## config.mk

```make
export PLATFORM = sky130hd
export DESIGN_NAME = cipher_ctrl_loader
export DESIGN_NICKNAME = d
export VERILOG_FILES = /design/src/rtl/cipher_ctrl_pkg.sv /design/src/rtl/cipher_ctrl_regs.sv /design/src/rtl/cipher_byte_mem.sv /design/src/rtl/cipher_stub_engine.sv /design/src/rtl/cipher_ctrl_loader.sv
export SDC_FILE = /design/constraint.sdc
export NUM_CORES = 1
export LEC_CHECK = 0
export BUFFER_PORTS_ARGS = -buffer_cell sky130_fd_sc_hd__buf_4
export CORE_ASPECT_RATIO = 1.2
export CORE_UTILIZATION = 50
export CTS_BUF_LIST = sky130_fd_sc_hd__clkbuf_16
export DETAILED_ROUTE_END_ITERATION = 10
export PLACE_DENSITY = 0.65
export SYNTH_ARGS = -nofsm -noshare
export SYNTH_HDL_FRONTEND = slang
export SYNTH_SLANG_ARGS = --single-unit
```

## constraint.sdc

```tcl
create_clock -name clk_i -period 4.3 [get_ports clk_i]
set_input_delay 0.43 -clock clk_i [delete_from_list [all_inputs] [get_ports clk_i]]
set_output_delay 0.43 -clock clk_i [all_outputs]
set_load 0.005 [all_outputs]
```

## src/rtl/cipher_ctrl_pkg.sv

```systemverilog
package cipher_ctrl_pkg;
  localparam int unsigned BYTE_W = 8;

  typedef enum logic [1:0] {
    ADDR_CTRL  = 2'd0,
    ADDR_STAT  = 2'd1,
    ADDR_STATE = 2'd2,
    ADDR_KEY   = 2'd3
  } addr_e;

  localparam int unsigned C_RUN  = 7;
  localparam int unsigned C_AUTO = 6;
  localparam int unsigned C_SRST = 5;
  localparam int unsigned C_DEC  = 4;
  localparam int unsigned C_XOR  = 2;
  localparam int unsigned S_DONE = 0;
  localparam int unsigned S_ERR  = 7;
endpackage

```

## src/rtl/cipher_ctrl_regs.sv

```systemverilog
module cipher_ctrl_regs
  import cipher_ctrl_pkg::*;
(
  input  logic              clk_i,
  input  logic              rst_ni,
  input  logic              ctrl_wr_i,
  input  logic              stat_wr_i,
  input  logic [BYTE_W-1:0] wdata_i,
  input  logic              busy_i,
  input  logic              done_evt_i,
  input  logic              err_evt_i,
  output logic              auto_o,
  output logic              srst_o,
  output logic              dec_o,
  output logic              xor_o,
  output logic              done_o,
  output logic              err_o,
  output logic [BYTE_W-1:0] ctrl_o,
  output logic [BYTE_W-1:0] stat_o
);
  logic auto_q, srst_q, dec_q, xor_q, done_q, err_q;

  always_ff @(posedge clk_i or negedge rst_ni) begin
    if (!rst_ni) begin
      auto_q <= 1'b0;
      srst_q <= 1'b0;
      dec_q  <= 1'b0;
      xor_q  <= 1'b0;
    end else if (srst_q) begin
      auto_q <= 1'b0;
      srst_q <= 1'b0;
      dec_q  <= 1'b0;
      xor_q  <= 1'b0;
    end else if (ctrl_wr_i) begin
      auto_q <= wdata_i[C_AUTO];
      srst_q <= wdata_i[C_SRST];
      dec_q  <= wdata_i[C_DEC];
      xor_q  <= wdata_i[C_XOR];
    end else begin
      srst_q <= 1'b0;
    end
  end

  // set wins over write-1-to-clear
  always_ff @(posedge clk_i or negedge rst_ni) begin
    if (!rst_ni) begin
      done_q <= 1'b0;
      err_q  <= 1'b0;
    end else if (srst_q) begin
      done_q <= 1'b0;
      err_q  <= 1'b0;
    end else begin
      if (done_evt_i)                         done_q <= 1'b1;
      else if (stat_wr_i && wdata_i[S_DONE])  done_q <= 1'b0;
      if (err_evt_i)                          err_q  <= 1'b1;
      else if (stat_wr_i && wdata_i[S_ERR])   err_q  <= 1'b0;
    end
  end

  always_comb begin
    ctrl_o         = '0;
    ctrl_o[C_RUN]  = busy_i;
    ctrl_o[C_AUTO] = auto_q;
    ctrl_o[C_SRST] = srst_q;
    ctrl_o[C_DEC]  = dec_q;
    ctrl_o[C_XOR]  = xor_q;
    stat_o         = '0;
    stat_o[S_DONE] = done_q;
    stat_o[S_ERR]  = err_q;
  end

  assign auto_o = auto_q;
  assign srst_o = srst_q;
  assign dec_o  = dec_q;
  assign xor_o  = xor_q;
  assign done_o = done_q;
  assign err_o  = err_q;
endmodule

```

## src/rtl/cipher_byte_mem.sv

```systemverilog
module cipher_byte_mem
  import cipher_ctrl_pkg::*;
#(
  parameter int unsigned NB = 16,
  localparam int unsigned PW = $clog2(NB)
) (
  input  logic                         clk_i,
  input  logic                         rst_ni,
  input  logic                         clr_i,
  input  logic                         wr_i,
  input  logic                         rd_i,
  input  logic                         xor_en_i,
  input  logic [BYTE_W-1:0]            wdata_i,
  input  logic                         load_i,
  input  logic [NB-1:0][BYTE_W-1:0]    load_data_i,
  input  logic                         rptr_clr_i,
  output logic [BYTE_W-1:0]            rdata_o,
  output logic [PW-1:0]                wptr_o,
  output logic [PW-1:0]                rptr_o,
  output logic [NB-1:0][BYTE_W-1:0]    mem_o
);
  localparam logic [PW-1:0] LAST = PW'(NB - 1);

  logic [BYTE_W-1:0] mem_q [NB];
  logic [PW-1:0]     wptr_q, rptr_q;

  function automatic logic [PW-1:0] step(input logic [PW-1:0] p);
    return (p == LAST) ? '0 : p + 1'b1;
  endfunction

  always_ff @(posedge clk_i or negedge rst_ni) begin
    if (!rst_ni) begin
      wptr_q <= '0;
      rptr_q <= '0;
    end else if (clr_i) begin
      wptr_q <= '0;
      rptr_q <= '0;
    end else begin
      if (wr_i) wptr_q <= step(wptr_q);
      if (rptr_clr_i)  rptr_q <= '0;
      else if (rd_i)   rptr_q <= step(rptr_q);
    end
  end

  for (genvar i = 0; i < NB; i++) begin : g_byte
    always_ff @(posedge clk_i or negedge rst_ni) begin
      if (!rst_ni) begin
        mem_q[i] <= '0;
      end else if (clr_i) begin
        mem_q[i] <= '0;
      end else if (load_i) begin
        mem_q[i] <= load_data_i[i];
      end else if (wr_i && (wptr_q == PW'(i))) begin
        mem_q[i] <= xor_en_i ? (mem_q[i] ^ wdata_i) : wdata_i;
      end
    end
    assign mem_o[i] = mem_q[i];
  end

  assign rdata_o = mem_q[rptr_q];
  assign wptr_o  = wptr_q;
  assign rptr_o  = rptr_q;
endmodule

```

## src/rtl/cipher_stub_engine.sv

```systemverilog
module cipher_stub_engine
  import cipher_ctrl_pkg::*;
#(
  parameter int unsigned NB  = 16,
  parameter int unsigned LAT = 20,
  localparam int unsigned CW = $clog2(LAT + 1)
) (
  input  logic                      clk_i,
  input  logic                      rst_ni,
  input  logic                      clr_i,
  input  logic                      start_i,
  input  logic                      dec_i,
  input  logic [NB-1:0][BYTE_W-1:0] state_i,
  input  logic [NB-1:0][BYTE_W-1:0] key_i,
  output logic                      busy_o,
  output logic                      done_o,
  output logic [NB-1:0][BYTE_W-1:0] result_o
);
  logic          busy_q, dec_q;
  logic [CW-1:0] cnt_q;
  logic [NB-1:0][BYTE_W-1:0] mix;

  assign done_o = busy_q && (cnt_q == CW'(LAT - 1));

  always_ff @(posedge clk_i or negedge rst_ni) begin
    if (!rst_ni) begin
      busy_q <= 1'b0;
      dec_q  <= 1'b0;
      cnt_q  <= '0;
    end else if (clr_i) begin
      busy_q <= 1'b0;
      cnt_q  <= '0;
    end else if (start_i && !busy_q) begin
      busy_q <= 1'b1;
      dec_q  <= dec_i;
      cnt_q  <= '0;
    end else if (busy_q) begin
      if (done_o) begin
        busy_q <= 1'b0;
        cnt_q  <= '0;
      end else begin
        cnt_q  <= cnt_q + 1'b1;
      end
    end
  end

  for (genvar i = 0; i < NB; i++) begin : g_mix
    localparam int unsigned NX = (i + 1) % NB;
    localparam int unsigned PV = (i + NB - 1) % NB;
    assign mix[i]      = state_i[i] ^ key_i[i];
    assign result_o[i] = dec_q ? mix[PV] : mix[NX];
  end

  assign busy_o = busy_q;
endmodule

```

## src/rtl/cipher_ctrl_loader.sv

```systemverilog
module cipher_ctrl_loader
  import cipher_ctrl_pkg::*;
#(
  parameter int unsigned NB_P  = 16,
  parameter int unsigned LAT_P = 20,
  localparam int unsigned PW   = $clog2(NB_P)
) (
  input  logic              clk_i,
  input  logic              rst_ni,
  input  logic              wr_en_i,
  input  logic              rd_en_i,
  input  logic [1:0]        addr_i,
  input  logic [BYTE_W-1:0] wdata_i,
  output logic [BYTE_W-1:0] rdata_o
);
  localparam logic [PW-1:0] LAST = PW'(NB_P - 1);

  logic ctrl_wr, stat_wr, st_sel, ky_sel, st_acc, ky_acc;
  logic busy, eng_done, eng_clr, done_evt, err_evt, abort;
  logic auto_q, srst, dec_q, xor_q, done_flag, err_flag;
  logic man_start, auto_start, start, start_dec, arm_q;
  logic st_wr, st_rd, ky_wr, ky_rd;
  logic [BYTE_W-1:0] ctrl_rd, stat_rd, st_rdata, ky_rdata;
  logic [PW-1:0] s_wptr, s_rptr, k_wptr, k_rptr;
  logic [NB_P-1:0][BYTE_W-1:0] st_mem, ky_mem, result;

  assign ctrl_wr = wr_en_i && (addr_i == ADDR_CTRL);
  assign stat_wr = wr_en_i && (addr_i == ADDR_STAT);
  assign st_sel  = (addr_i == ADDR_STATE);
  assign ky_sel  = (addr_i == ADDR_KEY);
  assign st_acc  = (wr_en_i || rd_en_i) && st_sel;
  assign ky_acc  = (wr_en_i || rd_en_i) && ky_sel;

  // memory traffic only while idle and not in soft reset
  assign st_wr = wr_en_i && st_sel && !busy && !srst;
  assign st_rd = rd_en_i && st_sel && !busy && !srst;
  assign ky_wr = wr_en_i && ky_sel && !busy && !srst;
  assign ky_rd = rd_en_i && ky_sel && !busy && !srst;

  assign err_evt  = busy && (st_acc || ky_acc) && !srst;
  assign abort    = busy && ctrl_wr && !wdata_i[C_RUN];
  assign eng_clr  = srst || abort || err_evt;
  assign done_evt = eng_done && !eng_clr;

  assign man_start  = ctrl_wr && wdata_i[C_RUN] && !busy && !srst;
  assign auto_start = st_wr && (s_wptr == LAST) && arm_q && auto_q;
  assign start      = man_start || auto_start;
  assign start_dec  = man_start ? wdata_i[C_DEC] : dec_q;

  // auto-start armed by the conditions seen at the first byte of a load
  always_ff @(posedge clk_i or negedge rst_ni) begin
    if (!rst_ni) begin
      arm_q <= 1'b0;
    end else if (srst) begin
      arm_q <= 1'b0;
    end else if (st_wr) begin
      if (s_wptr == '0)
        arm_q <= auto_q && (s_rptr == '0) && (k_wptr == '0) && (k_rptr == '0);
      else if (s_wptr == LAST)
        arm_q <= 1'b0;
    end
  end

  cipher_ctrl_regs u_regs (
    .clk_i      (clk_i),
    .rst_ni     (rst_ni),
    .ctrl_wr_i  (ctrl_wr),
    .stat_wr_i  (stat_wr),
    .wdata_i    (wdata_i),
    .busy_i     (busy),
    .done_evt_i (done_evt),
    .err_evt_i  (err_evt),
    .auto_o     (auto_q),
    .srst_o     (srst),
    .dec_o      (dec_q),
    .xor_o      (xor_q),
    .done_o     (done_flag),
    .err_o      (err_flag),
    .ctrl_o     (ctrl_rd),
    .stat_o     (stat_rd)
  );

  cipher_byte_mem #(.NB(NB_P)) u_state (
    .clk_i       (clk_i),
    .rst_ni      (rst_ni),
    .clr_i       (srst),
    .wr_i        (st_wr),
    .rd_i        (st_rd),
    .xor_en_i    (xor_q),
    .wdata_i     (wdata_i),
    .load_i      (done_evt),
    .load_data_i (result),
    .rptr_clr_i  (done_evt),
    .rdata_o     (st_rdata),
    .wptr_o      (s_wptr),
    .rptr_o      (s_rptr),
    .mem_o       (st_mem)
  );

  cipher_byte_mem #(.NB(NB_P)) u_key (
    .clk_i       (clk_i),
    .rst_ni      (rst_ni),
    .clr_i       (srst),
    .wr_i        (ky_wr),
    .rd_i        (ky_rd),
    .xor_en_i    (1'b0),
    .wdata_i     (wdata_i),
    .load_i      (1'b0),
    .load_data_i ('0),
    .rptr_clr_i  (1'b0),
    .rdata_o     (ky_rdata),
    .wptr_o      (k_wptr),
    .rptr_o      (k_rptr),
    .mem_o       (ky_mem)
  );

  cipher_stub_engine #(.NB(NB_P), .LAT(LAT_P)) u_engine (
    .clk_i    (clk_i),
    .rst_ni   (rst_ni),
    .clr_i    (eng_clr),
    .start_i  (start),
    .dec_i    (start_dec),
    .state_i  (st_mem),
    .key_i    (ky_mem),
    .busy_o   (busy),
    .done_o   (eng_done),
    .result_o (result)
  );

  always_comb begin
    unique case (addr_i)
      ADDR_CTRL:  rdata_o = ctrl_rd;
      ADDR_STAT:  rdata_o = stat_rd;
      ADDR_STATE: rdata_o = st_rdata;
      default:    rdata_o = ky_rdata;
    endcase
  end
endmodule

```

==> results of run 1 <==
## path summary, 6_finish.rpt
check                                  start           endpoint  slack (ns)  cells after the start
setup / recovery             u_key.rptr_o[0]         rdata_o[2]        0.71                      7
hold / removal                        rst_ni    u_key.mem_o[17]       -0.05                      1
setup reg to reg               u_regs.srst_o  u_state.mem_o[26]        1.08                      5
hold reg to reg            u_engine.cnt_q[1]  u_engine.cnt_q[1]        0.56                      2
max in group asynchronous             rst_ni    u_key.mem_o[87]        3.31                      2
min in group clk_i                   rd_en_i       u_regs.err_o        0.23                      3
## worst reg2reg max path, stage by stage (launching register included)
cell	delay (ns)
dfrtp_4	0.77
inv_1	0.24
buf_4	0.45
nand2_4	0.45
a31oi_1	0.99
a211o_1	0.26
## cell families (layout without fill, tap and decap cells)
kind of cell	after synthesis	count (layout)	share of synthesized area, %
simple gates	718	718	17.5
buf+inv	208	156	4.70
xor+xnor	159	159	7.33
fa+ha+maj	13	13	0.856
other cells	0	2	0
flops	286	286	37.7
compound gates	587	587	19.2
mux	177	177	12.7
## sequential cells by signal, summed over array words and instances, names as in the netlist
name / cells
u_engine.busy_o: 1
u_state.mem_o: 128
u_state.wptr_o: 4
u_key.wptr_o: 4
arm_q: 1
u_engine.dec_q: 1
u_regs.done_o: 1
u_regs.xor_o: 1
u_state.rptr_o: 4
u_key.mem_o: 128
u_regs.auto_o: 1
u_regs.err_o: 1
u_engine.cnt_q: 5
u_regs.srst_o: 1
u_key.rptr_o: 4
u_regs.dec_o: 1
## cells in the final DEF (no fill, tap or decap), types with 9 or more instances in the layout
cell type	n
ha_1	13
dfrtp_1	282
a21boi_0	10
o32ai_1	73
inv_1	24
a21oi_1	275
mux2i_1	116
and2_1	9
a31oi_1	9
nand2_1	254
nor2_1	173
a22oi_1	13
o31ai_1	12
o21ai_0	83
clkbuf_16	37
buf_4	73
a211o_1	24
mux2_2	11
nand3_1	190
xor2_1	110
xnor2_1	49
o211ai_1	36
mux4_2	50
o2111ai_1	12
nor3_1	34
## power by group through the flow
stage / logic (mW) / registers, mW / clock network (mW)
after floorplan: 2.30 / 3.18 / 0
after global placement: 3.17 / 3.60 / 0
after detailed placement: 3.19 / 3.61 / 0
after CTS: 3.20 / 3.56 / 3.04
after global routing: 3.46 / 3.60 / 3.14
final: 3.32 / 3.59 / 3.04
## area by class of cell
type,instances,area (um^2)
repair buffers,77,623
flip-flops and latches,286,7170
inverters,18,67.6
multi-input cells,1654,11000
well taps,474,593
clock buffers,37,926
diodes,2,5.00
fillers,3410,16600
clock inverters,24,213
## layer usage
metal	wire, um	vias to the layer above
li1	-	7648
met1	29900	9025
met2	35500	1354
met3	9140	302
met4	5930	0
met5	0	-
## per-stage QoR
step           instances  instance area (um^2)  power (mW)  hold WS (ns)
3_5_place_dp        2509                 19400        6.80         0.543
3_3_place_gp        2509                 19400        6.77         0.532
2_1_floorplan       2148                 19000        5.48         0.134
4_1_cts             2570                 20600        9.80        0.0153
6_report            2572                 20600        9.95       -0.0459
5_1_grt             2570                 20600        10.2        0.0383
==> flow_summary.json, run 1 <==
{
  "status": "complete, but fails checks",
  "violations": "design-rule violations, negative hold slack",
  "crit_top_cell": "buf_4",
  "power.density_nw_per_um2": 484,
  "gr-usage-met3_pct": 9.28,
  "grt_pass1_wl_mm": 119,
  "fmax_mhz": 278,
  "viasPerCell": 7.13,
  "p_seq_share_pct": 36.1,
  "pwr-share-comb_pct": 33.4,
  "drv_cap": 0,
  "drive_above_1_share_pct": 10.4,
  "crit_path_cell_trace": "buf_4, mux4_2, mux2i_1, nor3_1, a21oi_1, o221ai_1, buf_4",
  "synthArstFlopShare_pct": 100,
  "grt_pass1_vias": 17439,
  "worst_hold_slack_ns": -0.0459,
  "coreArea_um2": 37200,
  "cts-resized-gates": 0,
  "synth-edff-count": 0,
  "die_area_um2": 38800,
  "synthTopCellsByArea": "dfrtp_1 (38%), a21oi_1 (7.2%), mux2i_1 (6.1%), mux4_2 (5.9%), xor2_1 (5.1%)",
  "required_ns": 3.87,
  "worst_slew_pin_slew_ns": 1.18,
  "insertion_delay_ns": 0.54,
  "dp_slack_ns": 1.31,
  "io_buffers": 21,
  "relSlewSlack_pct": 21.6,
  "rsz0062_at_grt": "no",
  "p_leak_nw": 8.93,
  "floorplan.initialDensity_pct": 51.1,
  "use_met1_pct": 54.1,
  "synth_area_leader_cell": "dfrtp_1",
  "switching_share_pct": 40.5,
  "fp-row-count": 77,
  "cp.arrival_ns": 3.16,
  "cts_buffers": 34,
  "avgSynthCellArea_um2": 8.84,
  "critPathCaptureType": "output pin",
  "yosys-top-cells-count": "dfrtp_1 (286), a21oi_1 (275), nand2_1 (255)",
  "finalCriticalPeriod_ns": 3.59,
  "avgRoutedWirePerCell_um": 31.3,
  "crit_type": "reg2out",
  "yosys_warnings": 0,
  "drv_slew": 0,
  "io_pins": 22,
  "setup_tns_ns": 0,
  "drt_iter0_markers": 2605,
  "cts_tree": "built",
  "ant_nets": 0,
  "yosys.cell_types.count": 67,
  "hold_violations": 16,
  "syn-cell-area_um2": 19000,
  "use_met2_pct": 62.8,
  "grt_overflow": 0,
  "cp.buffers_inverters": 2,
  "die_h_um": 216,
  "routed_wl_mm": 80.5,
  "period_share_pct": 83.5,
  "holdCritPathClass": "in2async",
  "clock_sinks": 286,
  "grt_max_degree": 110,
  "cpMaxStageDelayCell": "dfrtp_2",
  "cts_buffer_depth": 3,
  "ys_ff_latch": 286,
  "crit_path_max_incr_delay_ns": 0.89,
  "dr.pass1.iters": 8,
  "layout_setup_ws_ns": 0.709,
  "gp_congestion": 1.04,
  "setup_viol": 0,
  "track_usage_pct": 41.7,
  "hpwl_mm": 54.9,
  "antenna_found_initial": 1,
  "htreeDepth": 2,
  "post-cts-setup-buffer-count": 0,
  "cts-hold-fix-buffers": 0,
  "drc": 2,
  "area_growth_pct": 8.32,
  "fin_worst_skew_ns": 0.0202,
  "clock_power_share_pct": 30.5,
  "syn_nets": 2175,
  "fin_nets": 2098,
  "utilization_pct": 55.3,
  "clk_pin_slew_worst_paths_ns": 0.06,
  "cp-start-kind": "flop",
  "die_w_um": 180,
  "postSynthCellCount": 2148,
  "ir_worst_vdd_mv": 0.395,
  "p_int_mw": 5.93,
  "synth.most_common_cell": "dfrtp_1",
  "synth_flop_cell": "dfrtp_1",
  "cp_top_family": "flip-flops",
  "gr-max-usage-layer": "met2",
  "root_buffer": "clkbuf_16",
  "synth-seq-area-share_pct": 37.7,
  "worstPathMaxFanout": 21,
  "p_sw_mw": 4.03,
  "vias": 18329,
  "synth_top_area_share_pct": 37.7
}
Power figures use the tool's default switching activity.
==> run 2, diff against run 1 <==
- PLACE_DENSITY: 0.65 -> 0.68
- clock period: 4.3 -> 3.3 ns (I/O delays scaled with it)
==> run 2 against run 1 <==
Compared with the run above:
- the flow finishes with violations (design-rule violations)
- sequential power is 29% higher
- wire length increased by 2.9%
- first-iteration DRC count is 12% higher
- die area unchanged
- utilization increased by 0.84 points
- final area is 1.5% higher
- hold slack better by 0.17 ns
- combinational power increased by 36%
- worst setup slack lost 0.69 ns
- power grew 32%
- global-route usage increased by 1.1 points
==> flow_summary.json, run 2 (synthesis results as in run 1) <==
{
  "status": "complete, but fails checks",
  "violations": "design-rule violations",
  "multi_input_area_um2": 11000,
  "die_h_um": 216,
  "grt_pass1_wl_mm": 120,
  "critPathCaptureType": "output pin",
  "insertion_delay_ns": 0.56,
  "required_ns": 2.97,
  "coreArea_um2": 37200,
  "layout_common_cells": "dfrtp_1 (282), a21oi_1 (275), nand2_1 (254)",
  "root_buffer": "clkbuf_16",
  "layout_commonest_cell": "dfrtp_1",
  "grt_overflow": 0,
  "p_leak_nw": 9.09,
  "cp-start-kind": "flop",
  "htreeDepth": 2,
  "viasPerCell": 7.10,
  "cts_buffer_depth": 3,
  "rsz0062_at_grt": "no",
  "drv_slew": 0,
  "dr_wl_met3_mm": 10.8,
  "crit_type": "reg2out",
  "clock_sinks": 286,
  "setup_viol": 0,
  "clk_pin_slew_worst_paths_ns": 0.06,
  "drt_iter0_markers": 2913,
  "hpwl_mm": 58.5,
  "io_pins": 22,
  "relSlewSlack_pct": 27.1,
  "power.density_nw_per_um2": 630,
  "die_area_um2": 38800,
  "dr.pass1.iters": 11,
  "setup_tns_ns": 0,
  "r2r_start": "u_engine.busy_o",
  "io_buffers": 21,
  "fp-row-count": 77,
  "hp-start": "wdata_i[4]",
  "worstSetupStartpoint": "u_state.rptr_o[1]",
  "holdCritPathClass": "in2reg",
  "routed_wl_mm": 82.8,
  "grt_max_degree": 159,
  "finalCriticalPeriod_ns": 3.29,
  "cp.arrival_ns": 2.96,
  "ir_worst_vdd_mv": 0.561,
  "floorplan.initialDensity_pct": 51.1,
  "cts_tree": "built",
  "ant_nets": 0,
  "cts_buffers": 35,
  "hold_violations": 0,
  "worst_slew_pin_slew_ns": 1.09,
  "fillers": 3414,
  "top_layer": "met5",
  "vias": 18435,
  "track_usage_pct": 42.8,
  "worstPathMaxFanout": 13,
  "avgRoutedWirePerCell_um": 31.9,
  "routedLengthMet1_mm": 31.6,
  "fmax_mhz": 304,
  "area_growth_pct": 9.96,
  "worst_hold_slack_ns": 0.126,
  "drive_above_1_share_pct": 11.4,
  "wl_met2_mm": 34.5,
  "die_w_um": 180,
  "drc": 2,
  "ff_latch_area_um2": 7170,
  "antenna_found_initial": 4,
  "drv_cap": 0,
  "grt_pass1_vias": 17064,
  "fin_nets": 2124,
  "fin_worst_skew_ns": 0.0143,
  "gp_congestion": 1.06,
  "period_share_pct": 99.6
}
==> run 2: layer usage <==
metal  global-route usage (%)  up-vias
met2                     60.9     1423
met3                     11.5      254
li1                         -     7705
met5                        0        -
met4                     27.9        4
met1                     57.3     9049
==> run 2: final timing paths <==
path,endpoint,slack (ns),cells past startpoint
worst min register to register,u_regs.done_o,0.56,2
worst max-delay path,rdata_o[4],0.01,6
worst max register to register,u_key.mem_o[60],0.65,5
worst min-delay path,u_key.mem_o[84],0.13,3
min in group asynchronous,u_key.mem_o[14],0.41,2
max in group asynchronous,u_key.mem_o[95],1.95,3
==> run 2: metrics by stage <==
stage	worst slack [ns]	utilization (%)	power (mW)	instances	cell area (um^2)
CTS	0.0781	56.1	12.9	2595	20900
detailed placement	0.518	53.0	8.96	2532	19700
floorplan	1.07	-	7.15	2148	19000
global placement	0.500	53.0	8.90	2532	19700
global route	0.0255	56.2	13.5	2596	20900
finish	0.0145	56.2	13.2	2598	20900
==> run 2: layout make-up <==
| class | instances | area share, % |
|---|---|---|
| antenna | 2 | 0.0240 |
| clock buffer | 37 | 4.43 |
| clock inverter | 25 | 1.07 |
| inverter | 18 | 0.323 |
| multi-input combinational | 1654 | 52.6 |
| sequential | 286 | 34.3 |
| tap | 474 | 2.84 |
| timing repair buffer | 102 | 4.41 |
==> run 2: what timing repair did <==
item | CTS | global route
setup endpoints to repair | 6 | 1
hold buffers | 1 | 0
endpoints found under the hold margin | 83 | 0
pin swaps | 0 | 0
buffers inserted | 0 | 1
resized for setup | 1 | 0
==> run 2: power by group <==
part | switching [mW] | internal [mW] | leakage, nW
clock | 1.64 | 2.34 | 0.594
combinational | 2.88 | 1.65 | 4.55
sequential | 0.800 | 3.84 | 3.95
==> run 2: worst max-delay path: stages (launching register included) <==
cell and delay [ns]:
dfrtp_1 0.59, and2_1 0.45, a22o_1 0.30, nor3_1 0.61
a31oi_1 0.15, nand2_1 0.16, buf_4 0.13
